==> config.mk <==
export PLATFORM = sky130hd
export DESIGN_NAME = tdm_slot_tx
export DESIGN_NICKNAME = d
export VERILOG_FILES = /design/src/rtl/tdm_tx_pkg.sv /design/src/rtl/tdm_bclk_sync.sv /design/src/rtl/tdm_frame_pos.sv /design/src/rtl/tdm_slot_ser.sv /design/src/rtl/tdm_slot_tx.sv
export SDC_FILE = /design/constraint.sdc
export NUM_CORES = 1
export LEC_CHECK = 0
export ABC_AREA = 1
export CORE_MARGIN = 2
export CORE_UTILIZATION = 65
export CTS_CLUSTER_DIAMETER = 200
export DETAILED_ROUTE_END_ITERATION = 12
export DONT_BUFFER_PORTS = 1
export GPL_TIMING_DRIVEN = 0
export PLACE_DENSITY = 0.78
export SETUP_SLACK_MARGIN = 0.4
export SLEW_MARGIN = 40
export SYNTH_ARGS = -nofsm -noshare
export SYNTH_HDL_FRONTEND = slang
export SYNTH_SLANG_ARGS = --single-unit
export TNS_END_PERCENT = 5
==> constraint.sdc <==
create_clock -name clk_i -period 3.7 [get_ports clk_i]
set_input_delay 0.555 -clock clk_i [delete_from_list [all_inputs] [get_ports clk_i]]
set_output_delay 0.555 -clock clk_i [all_outputs]
set_load 0.01 [all_outputs]
==> src/rtl/tdm_tx_pkg.sv <==
package tdm_tx_pkg;
  localparam int BYTE_W = 8;
  localparam int IDX_W  = 3;

  typedef struct packed {
    logic a_en;
    logic b_en;
    logic b_strobe;
  } pin_cfg_t;
endpackage

==> src/rtl/tdm_bclk_sync.sv <==
module tdm_bclk_sync #(
  parameter int STAGES = 2
) (
  input  logic clk_i,
  input  logic rst_ni,
  input  logic bclk_i,
  input  logic fsync_i,
  input  logic clk_inv_i,
  output logic tick_o,
  output logic fsync_o
);
  logic [STAGES-1:0] bclk_sync_q;
  logic [STAGES-1:0] fs_sync_q;
  logic              bclk_prev_q;

  for (genvar i = 0; i < STAGES; i++) begin : g_sync
    always_ff @(posedge clk_i or negedge rst_ni) begin
      if (!rst_ni) begin
        bclk_sync_q[i] <= 1'b0;
        fs_sync_q[i]   <= 1'b0;
      end else if (i == 0) begin
        bclk_sync_q[i] <= bclk_i;
        fs_sync_q[i]   <= fsync_i;
      end else begin
        bclk_sync_q[i] <= bclk_sync_q[i-1];
        fs_sync_q[i]   <= fs_sync_q[i-1];
      end
    end
  end

  always_ff @(posedge clk_i or negedge rst_ni) begin
    if (!rst_ni) bclk_prev_q <= 1'b0;
    else         bclk_prev_q <= bclk_sync_q[STAGES-1];
  end

  logic cur;
  assign cur     = bclk_sync_q[STAGES-1];
  // active edge: falling by default, rising when inverted
  assign tick_o  = clk_inv_i ? (cur & ~bclk_prev_q) : (~cur & bclk_prev_q);
  assign fsync_o = fs_sync_q[STAGES-1];
endmodule

==> src/rtl/tdm_frame_pos.sv <==
module tdm_frame_pos #(
  parameter int CNT_W = 9
) (
  input  logic             clk_i,
  input  logic             rst_ni,
  input  logic             tick_i,
  input  logic             fsync_i,
  input  logic [CNT_W-1:0] last_pos_i,
  output logic [CNT_W-1:0] pos_o,
  output logic [CNT_W-1:0] next_pos_o,
  output logic             synced_o,
  output logic             next_synced_o
);
  logic [CNT_W-1:0] pos_q;
  logic             synced_q;

  always_comb begin
    if (fsync_i)                 next_pos_o = '0;
    else if (pos_q >= last_pos_i) next_pos_o = '0;
    else                         next_pos_o = pos_q + 1'b1;
  end

  assign next_synced_o = synced_q | fsync_i;

  always_ff @(posedge clk_i or negedge rst_ni) begin
    if (!rst_ni) begin
      pos_q    <= '0;
      synced_q <= 1'b0;
    end else if (tick_i) begin
      pos_q    <= next_pos_o;
      synced_q <= next_synced_o;
    end
  end

  assign pos_o    = pos_q;
  assign synced_o = synced_q;
endmodule

==> src/rtl/tdm_slot_ser.sv <==
module tdm_slot_ser
  import tdm_tx_pkg::*;
(
  input  logic              clk_i,
  input  logic              rst_ni,
  input  logic              load_i,
  input  logic [BYTE_W-1:0] byte_i,
  input  logic              byte_valid_i,
  input  logic [IDX_W-1:0]  idx_i,
  input  logic              msb_first_i,
  input  logic              data_inv_i,
  output logic              bit_o,
  output logic              take_o,
  output logic              underrun_o
);
  logic [BYTE_W-1:0] data_q;
  logic              take_q;
  logic              under_q;

  always_ff @(posedge clk_i or negedge rst_ni) begin
    if (!rst_ni) begin
      data_q  <= '1;
      take_q  <= 1'b0;
      under_q <= 1'b0;
    end else begin
      take_q <= load_i & byte_valid_i;
      if (load_i) begin
        data_q  <= byte_valid_i ? byte_i : '1;
        under_q <= ~byte_valid_i;
      end
    end
  end

  logic [IDX_W-1:0] sel;
  assign sel        = msb_first_i ? ~idx_i : idx_i;
  assign bit_o      = data_q[sel] ^ data_inv_i;
  assign take_o     = take_q;
  assign underrun_o = under_q;
endmodule

==> src/rtl/tdm_slot_tx.sv <==
module tdm_slot_tx
  import tdm_tx_pkg::*;
#(
  parameter int SLOT_W      = 5,
  parameter int SYNC_STAGES = 2
) (
  input  logic              clk_i,
  input  logic              rst_ni,
  input  logic              bclk_i,
  input  logic              fsync_i,
  input  logic [7:0]        byte_i,
  input  logic              byte_valid_i,
  output logic              byte_take_o,
  output logic              underrun_o,
  input  logic [SLOT_W:0]   frame_slots_i,
  input  logic [SLOT_W-1:0] slot_i,
  input  logic [2:0]        bit_offset_i,
  input  logic              clk_inv_i,
  input  logic              data_inv_i,
  input  logic              msb_first_i,
  input  logic              a_en_i,
  input  logic              b_en_i,
  input  logic              b_strobe_i,
  output logic              dxa_o,
  output logic              dxa_oe_o,
  output logic              dxb_o,
  output logic              dxb_oe_o
);
  localparam int CNT_W = SLOT_W + IDX_W + 1;
  localparam int CMP_W = CNT_W + 1;

  logic             tick, fs_s;
  logic [CNT_W-1:0] pos, next_pos, last_pos, start;
  logic             synced, next_synced;
  logic             load, window, ser_bit;
  logic [IDX_W-1:0] idx;
  pin_cfg_t         pcfg;

  assign pcfg     = '{a_en: a_en_i, b_en: b_en_i, b_strobe: b_strobe_i};
  assign last_pos = {frame_slots_i, {IDX_W{1'b0}}} - 1'b1;
  assign start    = CNT_W'({slot_i, {IDX_W{1'b0}}}) + CNT_W'(bit_offset_i);

  tdm_bclk_sync #(.STAGES(SYNC_STAGES)) u_sync (
    .clk_i, .rst_ni, .bclk_i, .fsync_i, .clk_inv_i,
    .tick_o(tick), .fsync_o(fs_s)
  );

  tdm_frame_pos #(.CNT_W(CNT_W)) u_pos (
    .clk_i, .rst_ni,
    .tick_i(tick), .fsync_i(fs_s), .last_pos_i(last_pos),
    .pos_o(pos), .next_pos_o(next_pos),
    .synced_o(synced), .next_synced_o(next_synced)
  );

  assign load   = tick & next_synced & (next_pos == start);
  assign window = synced & (pos >= start) &
                  (CMP_W'(pos) < CMP_W'(start) + CMP_W'(8));
  assign idx    = pos[IDX_W-1:0] - start[IDX_W-1:0];

  tdm_slot_ser u_ser (
    .clk_i, .rst_ni,
    .load_i(load), .byte_i, .byte_valid_i,
    .idx_i(idx), .msb_first_i, .data_inv_i,
    .bit_o(ser_bit), .take_o(byte_take_o), .underrun_o
  );

  assign dxa_o    = window ? ser_bit : 1'b1;
  assign dxa_oe_o = pcfg.a_en & window;
  assign dxb_oe_o = pcfg.b_strobe | (pcfg.b_en & window);
  assign dxb_o    = pcfg.b_strobe ? ~window : dxa_o;
endmodule

Word level (Yosys, flattened, before mapping) --
Index checks and enable logic that the tools add are counted.
Word-level totals: flip-flop bits (word level) 25, input bits 33, output and inout bits 6, logic and storage cells 46
Cells by class: add/sub/neg operators 5, order comparisons 4, equality and inequality tests 1, multiplexer cells 9, bitwise logic cells 17
Operator list (number):
- 9-bit >= comparator | 2
- 9-bit two-way mux | 2
- 9-bit by 4-bit adder with 10-bit output, second input constant | 1
- 9-bit by 10-bit < comparator with 1-bit output | 1
- 8-bit by 3-bit adder with 9-bit output | 1
- 9-bit by 1-bit adder with 9-bit output, second input constant | 1
- 1-bit bitwise AND | 9
- 9-bit == test | 1
- 9-bit by 1-bit subtractor with 9-bit output, second input constant | 1
- 8-bit two-way mux | 1
- 3-bit by 4-bit < comparator with 1-bit output, second input constant | 1
- 1-bit two-way mux | 4
- 1-bit NOT | 4
- 1-bit binary-select mux with 3-bit select | 1
- 3-bit two-way mux | 1
- 3-bit NOT | 1
- 3-bit subtractor | 1
- 1-bit OR | 2
- 1-bit bitwise XOR | 1

Logic depth before layout (Yosys ltp) --
word-level depth 9, gate-level depth with buffers 21, mapped depth without buffers 21

Hierarchy --
A second synthesis with hierarchy kept.
Unflattened totals: cells, all modules 367, area total of the unflattened synthesis 2476.1 um^2
By module, submodules not included:
- tdm_frame_pos | times used 1, cells an instance 144, area each 938.4 um^2, seq. area each 250.2 um^2
- tdm_slot_tx | times used 1, cells an instance 128, area each 758.2 um^2, seq. area each 0.0 um^2
- tdm_slot_ser | times used 1, cells an instance 84, area each 629.4 um^2, seq. area each 260.2 um^2
- tdm_bclk_sync | times used 1, cells an instance 11, area each 150.1 um^2, seq. area each 125.1 um^2

Worst setup path before layout --
Ideal clock, no wire load.
path type input to output, start point input port bit_offset_i[0], end point output port dxb_o, data arrival time 2.192 ns, data required time 3.145 ns, path slack 0.953 ns, cell stages on the path 10, path buffers 0, path through ha_1 -> inv_1 -> fa_1 -> xnor2_1 -> inv_1 -> nand3_1 -> nand2_1 -> o21ai_0 -> xnor2_1 -> o21ai_0
On the way: word-level cells in the longest chain between the ends 9, elaborated cells between the ends (all ways) 15, those cells by class add/sub: 3; order compare: 2; mux: 5; bitwise: 5
RTL lines:
- from (decl) | line tdm_slot_tx.sv:17 | input logic [2:0] bit_offset_i,
- 8-bit by 3-bit adder with 9-bit output (*) | line tdm_slot_tx.sv:41 | assign start = CNT_W'({slot_i, {IDX_W{1'b0}}}) + CNT_W'(bit_offset_i);
- parallel branches: the longest is 7 deep, another holds 9-bit by 4-bit adder with 10-bit output
- 1-bit two-way mux (*) | line tdm_slot_tx.sv:70 | assign dxb_o = pcfg.b_strobe ? ~window : dxa_o;
- to (decl) | line tdm_slot_tx.sv:26 | output logic dxb_o,
Mark *: on every way between the ends. The select of a mux whose other input is x is not followed.

Worst setup path after layout --
start point register u_pos.pos_q[0] (netlist: u_pos.pos_o[0]), end point output port dxb_o
On the way: word-level cells in the longest chain between the ends 8, elaborated cells between the ends (all ways) 13, those cells by class add/sub: 1; order compare: 2; mux: 5; bitwise: 5
RTL lines:
- from (decl) | line tdm_frame_pos.sv:14 | logic [CNT_W-1:0] pos_q;
- from (signal assigned) | line tdm_frame_pos.sv:30 | pos_q <= next_pos_o;
- 3-bit subtractor | line tdm_slot_tx.sv:58 | assign idx = pos[IDX_W-1:0] - start[IDX_W-1:0];
- 3-bit NOT | line tdm_slot_ser.sv:35 | assign sel = msb_first_i ? ~idx_i : idx_i;
- 3-bit two-way mux | line tdm_slot_ser.sv:35
- 1-bit binary-select mux with 3-bit select | line tdm_slot_ser.sv:36 | assign bit_o = data_q[sel] ^ data_inv_i;
- 1-bit two-way mux (implied by the code) | line tdm_slot_ser.sv:36
- 1-bit bitwise XOR | line tdm_slot_ser.sv:36
- 1-bit two-way mux | line tdm_slot_tx.sv:67 | assign dxa_o = window ? ser_bit : 1'b1;
- 1-bit two-way mux (*) | line tdm_slot_tx.sv:70
Every way passes the cells marked *; elsewhere a longest branch is shown, timed or not. The select of a mux whose other input is x is not followed.

==> results.cfg <==
[logic_synthesis]
netlist_area_um2 = 2250
ys_seq_area_share_pct = 28.2
synth_seq_cells = 25
synth.avg_cell_area_um2 = 7.00
yosysWarnings = 0
netlist_instances = 322
yosysUniqueCellTypes = 31
synth.net_count = 379

[placed_design]
pre_cts_ws_ns = 0.599
portBuffers = 0
gp_routability_congestion = 0.875
numPlacedInstances = 368
post-dp-hpwl_mm = 3.70

[floorplan]
dieHeight_um = 62.9
die_w_um = 62.9
die_area_um2 = 3950
core_um2 = 3340
rows = 21
start_util_pct = 67.5
io_pins = 39

[routing]
vias_per_cell = 5.38
first_pass_iters = 4
vias = 2007
wirelength_mm = 4.54
wl_per_cell_um = 12.2
drtAntennaViolNets = 0
drc_errors = 0
drt_iter0_drc = 119

[power]
power.static_leakage_nw = 1.24
switching_share_pct = 33.3
combPwrFrac_pct = 30.5
power_frac_clock_pct = 19.1
peakVddDrop_mv = 0.225
p_sw_mw = 0.204
p_int_mw = 0.409
seqPwrFrac_pct = 50.4
powerDensity_nw_per_um2 = 261
power_mw = 0.613

[sta]
finalCritPeriodShare_pct = 83.2
worst_slack_ns = 0.621
drv_slew = 0
hold_viol_final = 0
fin_skew_ns = 0.00502
fin_crit_ns = 3.08
relSlewSlack_pct = 68.6
max_freq_ghz = 0.325
finalSetupViolations = 0
rsz0062_at_grt = no
worstMarginPinSlew_ns = 0.471
tns_ns = 0

[critical_path]
critPathCaptureType = primary output
critPathLaunchType = flip-flop
worstPathArrival_ns = 2.52
critPathMaxFanout = 5
crit_type = flip-flop to primary output
cp.required_ns = 3.14

[cts]
clock_path_buffers = 2
cts_buffers = 3
cts-root-buf = clkbuf_4
clock_latency_ns = 0.31
cts_tree = built
post_cts_buffers = 0
h-tree-depth = 1
clkTransAtPathRegs_ns = 0.13
clock_sinks = 25

[finish]
fin_cells = 373
nNetsFinal = 385
antenna_cells = 0
mostFrequentLayoutCell = nand2_1
syn_to_final_growth_pct = 4.05
layout_common_cells = 90 x nand2_1, 46 x inv_1, 31 x nand3_1
drive_gt1_share_pct = 12.2

[min_path]
hp-class = input pin to async pin

[job]
drv_cap = 0

[grt]
first_global_vias = 1901
grt.total_usage_pct = 25.9
grt_pass1_wl_mm = 8.27
grt_antenna_before_repair = 0
grt_max_degree = 18
overflow = 0

[outcome]
status = complete, no violations
==> registers in the layout, indices dropped and copies added (netlist names) <==
signal and cells:
u_sync.bclk_prev_q 1, u_sync.fs_sync_q 1, u_pos.pos_o 9, u_ser.data_q 8, u_ser.underrun_o 1, u_sync.fsync_o 1
u_ser.take_o 1, u_sync.bclk_sync_q 1, u_sync.cur 1, u_pos.synced_o 1
==> worst max-delay path: stages, from the launching register on <==
cell and delay (ns):
dfrtp_2 0.46, inv_1 0.09, ha_1 0.14, inv_1 0.06
fa_1 0.44, xnor2_1 0.26, inv_1 0.09, nand3_1 0.09
nand2_1 0.05, o21ai_0 0.19, xnor2_1 0.11, o21ai_1 0.23
==> cells in the mapped netlist <==
| cell | instances | share of area (%) |
|---|---|---|
| nand2_1 | 90 | 15 |
| inv_1 | 46 | 7.7 |
| nand3_1 | 31 | 6.9 |
| nor2_1 | 28 | 4.7 |
| ha_1 | 23 | 13 |
| dfrtp_1 | 17 | 19 |
| o21ai_0 | 14 | 3.1 |
| a21oi_1 | 8 | 1.8 |
| dfstp_2 | 8 | 9.3 |
| o21ai_2 | 8 | 3.1 |
| nor2_2 | 7 | 1.9 |
| xnor2_1 | 7 | 2.7 |
| xor2_1 | 6 | 2.3 |
| nand2_2 | 4 | 1.1 |
| nand4_1 | 4 | 1.1 |
| clkinv_1 | 3 | 0.50 |
| buf_6 | 2 | 1.0 |
| nand3_2 | 2 | 0.89 |
| o21bai_1 | 2 | 0.67 |
| a21o_1 | 1 | 0.33 |
| a31oi_1 | 1 | 0.28 |
| and3_1 | 1 | 0.28 |
| clkbuf_1 | 1 | 0.17 |
| fa_1 | 1 | 0.89 |
| inv_2 | 1 | 0.17 |
| nand3_4 | 1 | 0.78 |
| nor2_4 | 1 | 0.50 |
| nor3_1 | 1 | 0.22 |
| nor3b_1 | 1 | 0.33 |
| o21a_1 | 1 | 0.33 |
| or3_1 | 1 | 0.28 |
==> final cells by class <==
cell class | instances | area, µm²
clock buffer | 3 | 22.5
buffer | 3 | 26.3
inverter | 50 | 188
multi-input combinational | 244 | 1400
fill | 306 | 992
clock inverter | 1 | 5.00
sequential | 25 | 637
timing repair buffer | 1 | 5.00
tap | 46 | 57.6
==> path summary, 6_finish.rpt <==
path | from | end | slack, ns | cells past startpoint
max | u_pos.pos_o[0] | dxb_o | 0.62 | 11
min | rst_ni | u_ser.data_q[1] | 0.06 | 0
max reg2reg | u_pos.pos_o[8] | u_ser.data_q[7] | 1.23 | 13
min reg2reg | u_sync.bclk_sync_q[0] | u_sync.cur | 0.37 | 0
max in group asynchronous | rst_ni | u_pos.pos_o[0] | 3.28 | 1
min in group clk_i | fsync_i | u_sync.fs_sync_q[0] | 0.26 | 0
==> kinds of logic after synthesis <==
group	Yosys count	share of synthesized area [%]
and+or+nand+nor	172	34.0
buffers and inverters	53	9.49
AOI/OAI and AO/OA	35	9.61
DFF	25	28.2
adders and majority gates	24	13.7
xor gates and xnor gates	13	5.05
==> routing by layer <==
layer  up-vias  GRT usage, %  wire (µm)
li1       1035             -          -
met1       897          36.6       2020
met4         0          5.28         65
met3         6          4.68        376
met5         -             0          0
met2        69          41.6       2080
==> power groups by stage <==
stage                     sequential (mW)  clock [mW]  combinational (mW)
after global placement              0.313           0               0.178
after global routing                0.312       0.133               0.221
after CTS                           0.308       0.124               0.189
after floorplan                     0.309           0               0.153
final                               0.309       0.117               0.187
after detailed placement            0.313           0               0.182
==> repair_timing <==
item                                    4_1_cts  5_1_grt
endpoints found under the hold margin        17        0
gates resized for setup                       0        2
endpoints found under the setup margin        0        1
hold buffers                                  1        0
==> stage by stage <==
stage / area [µm²] / util [%] / hold WS, ns
final: 2340 / 70.3 / 0.0606
after global routing: 2340 / 70.3 / 0.0333
after CTS: 2350 / 70.4 / 0.0490
after detailed placement: 2310 / 69.3 / 0.260
after global placement: 2310 / 69.3 / 0.260
after floorplan: 2250 / - / 0.259
(Power assumes the default switching activity.)
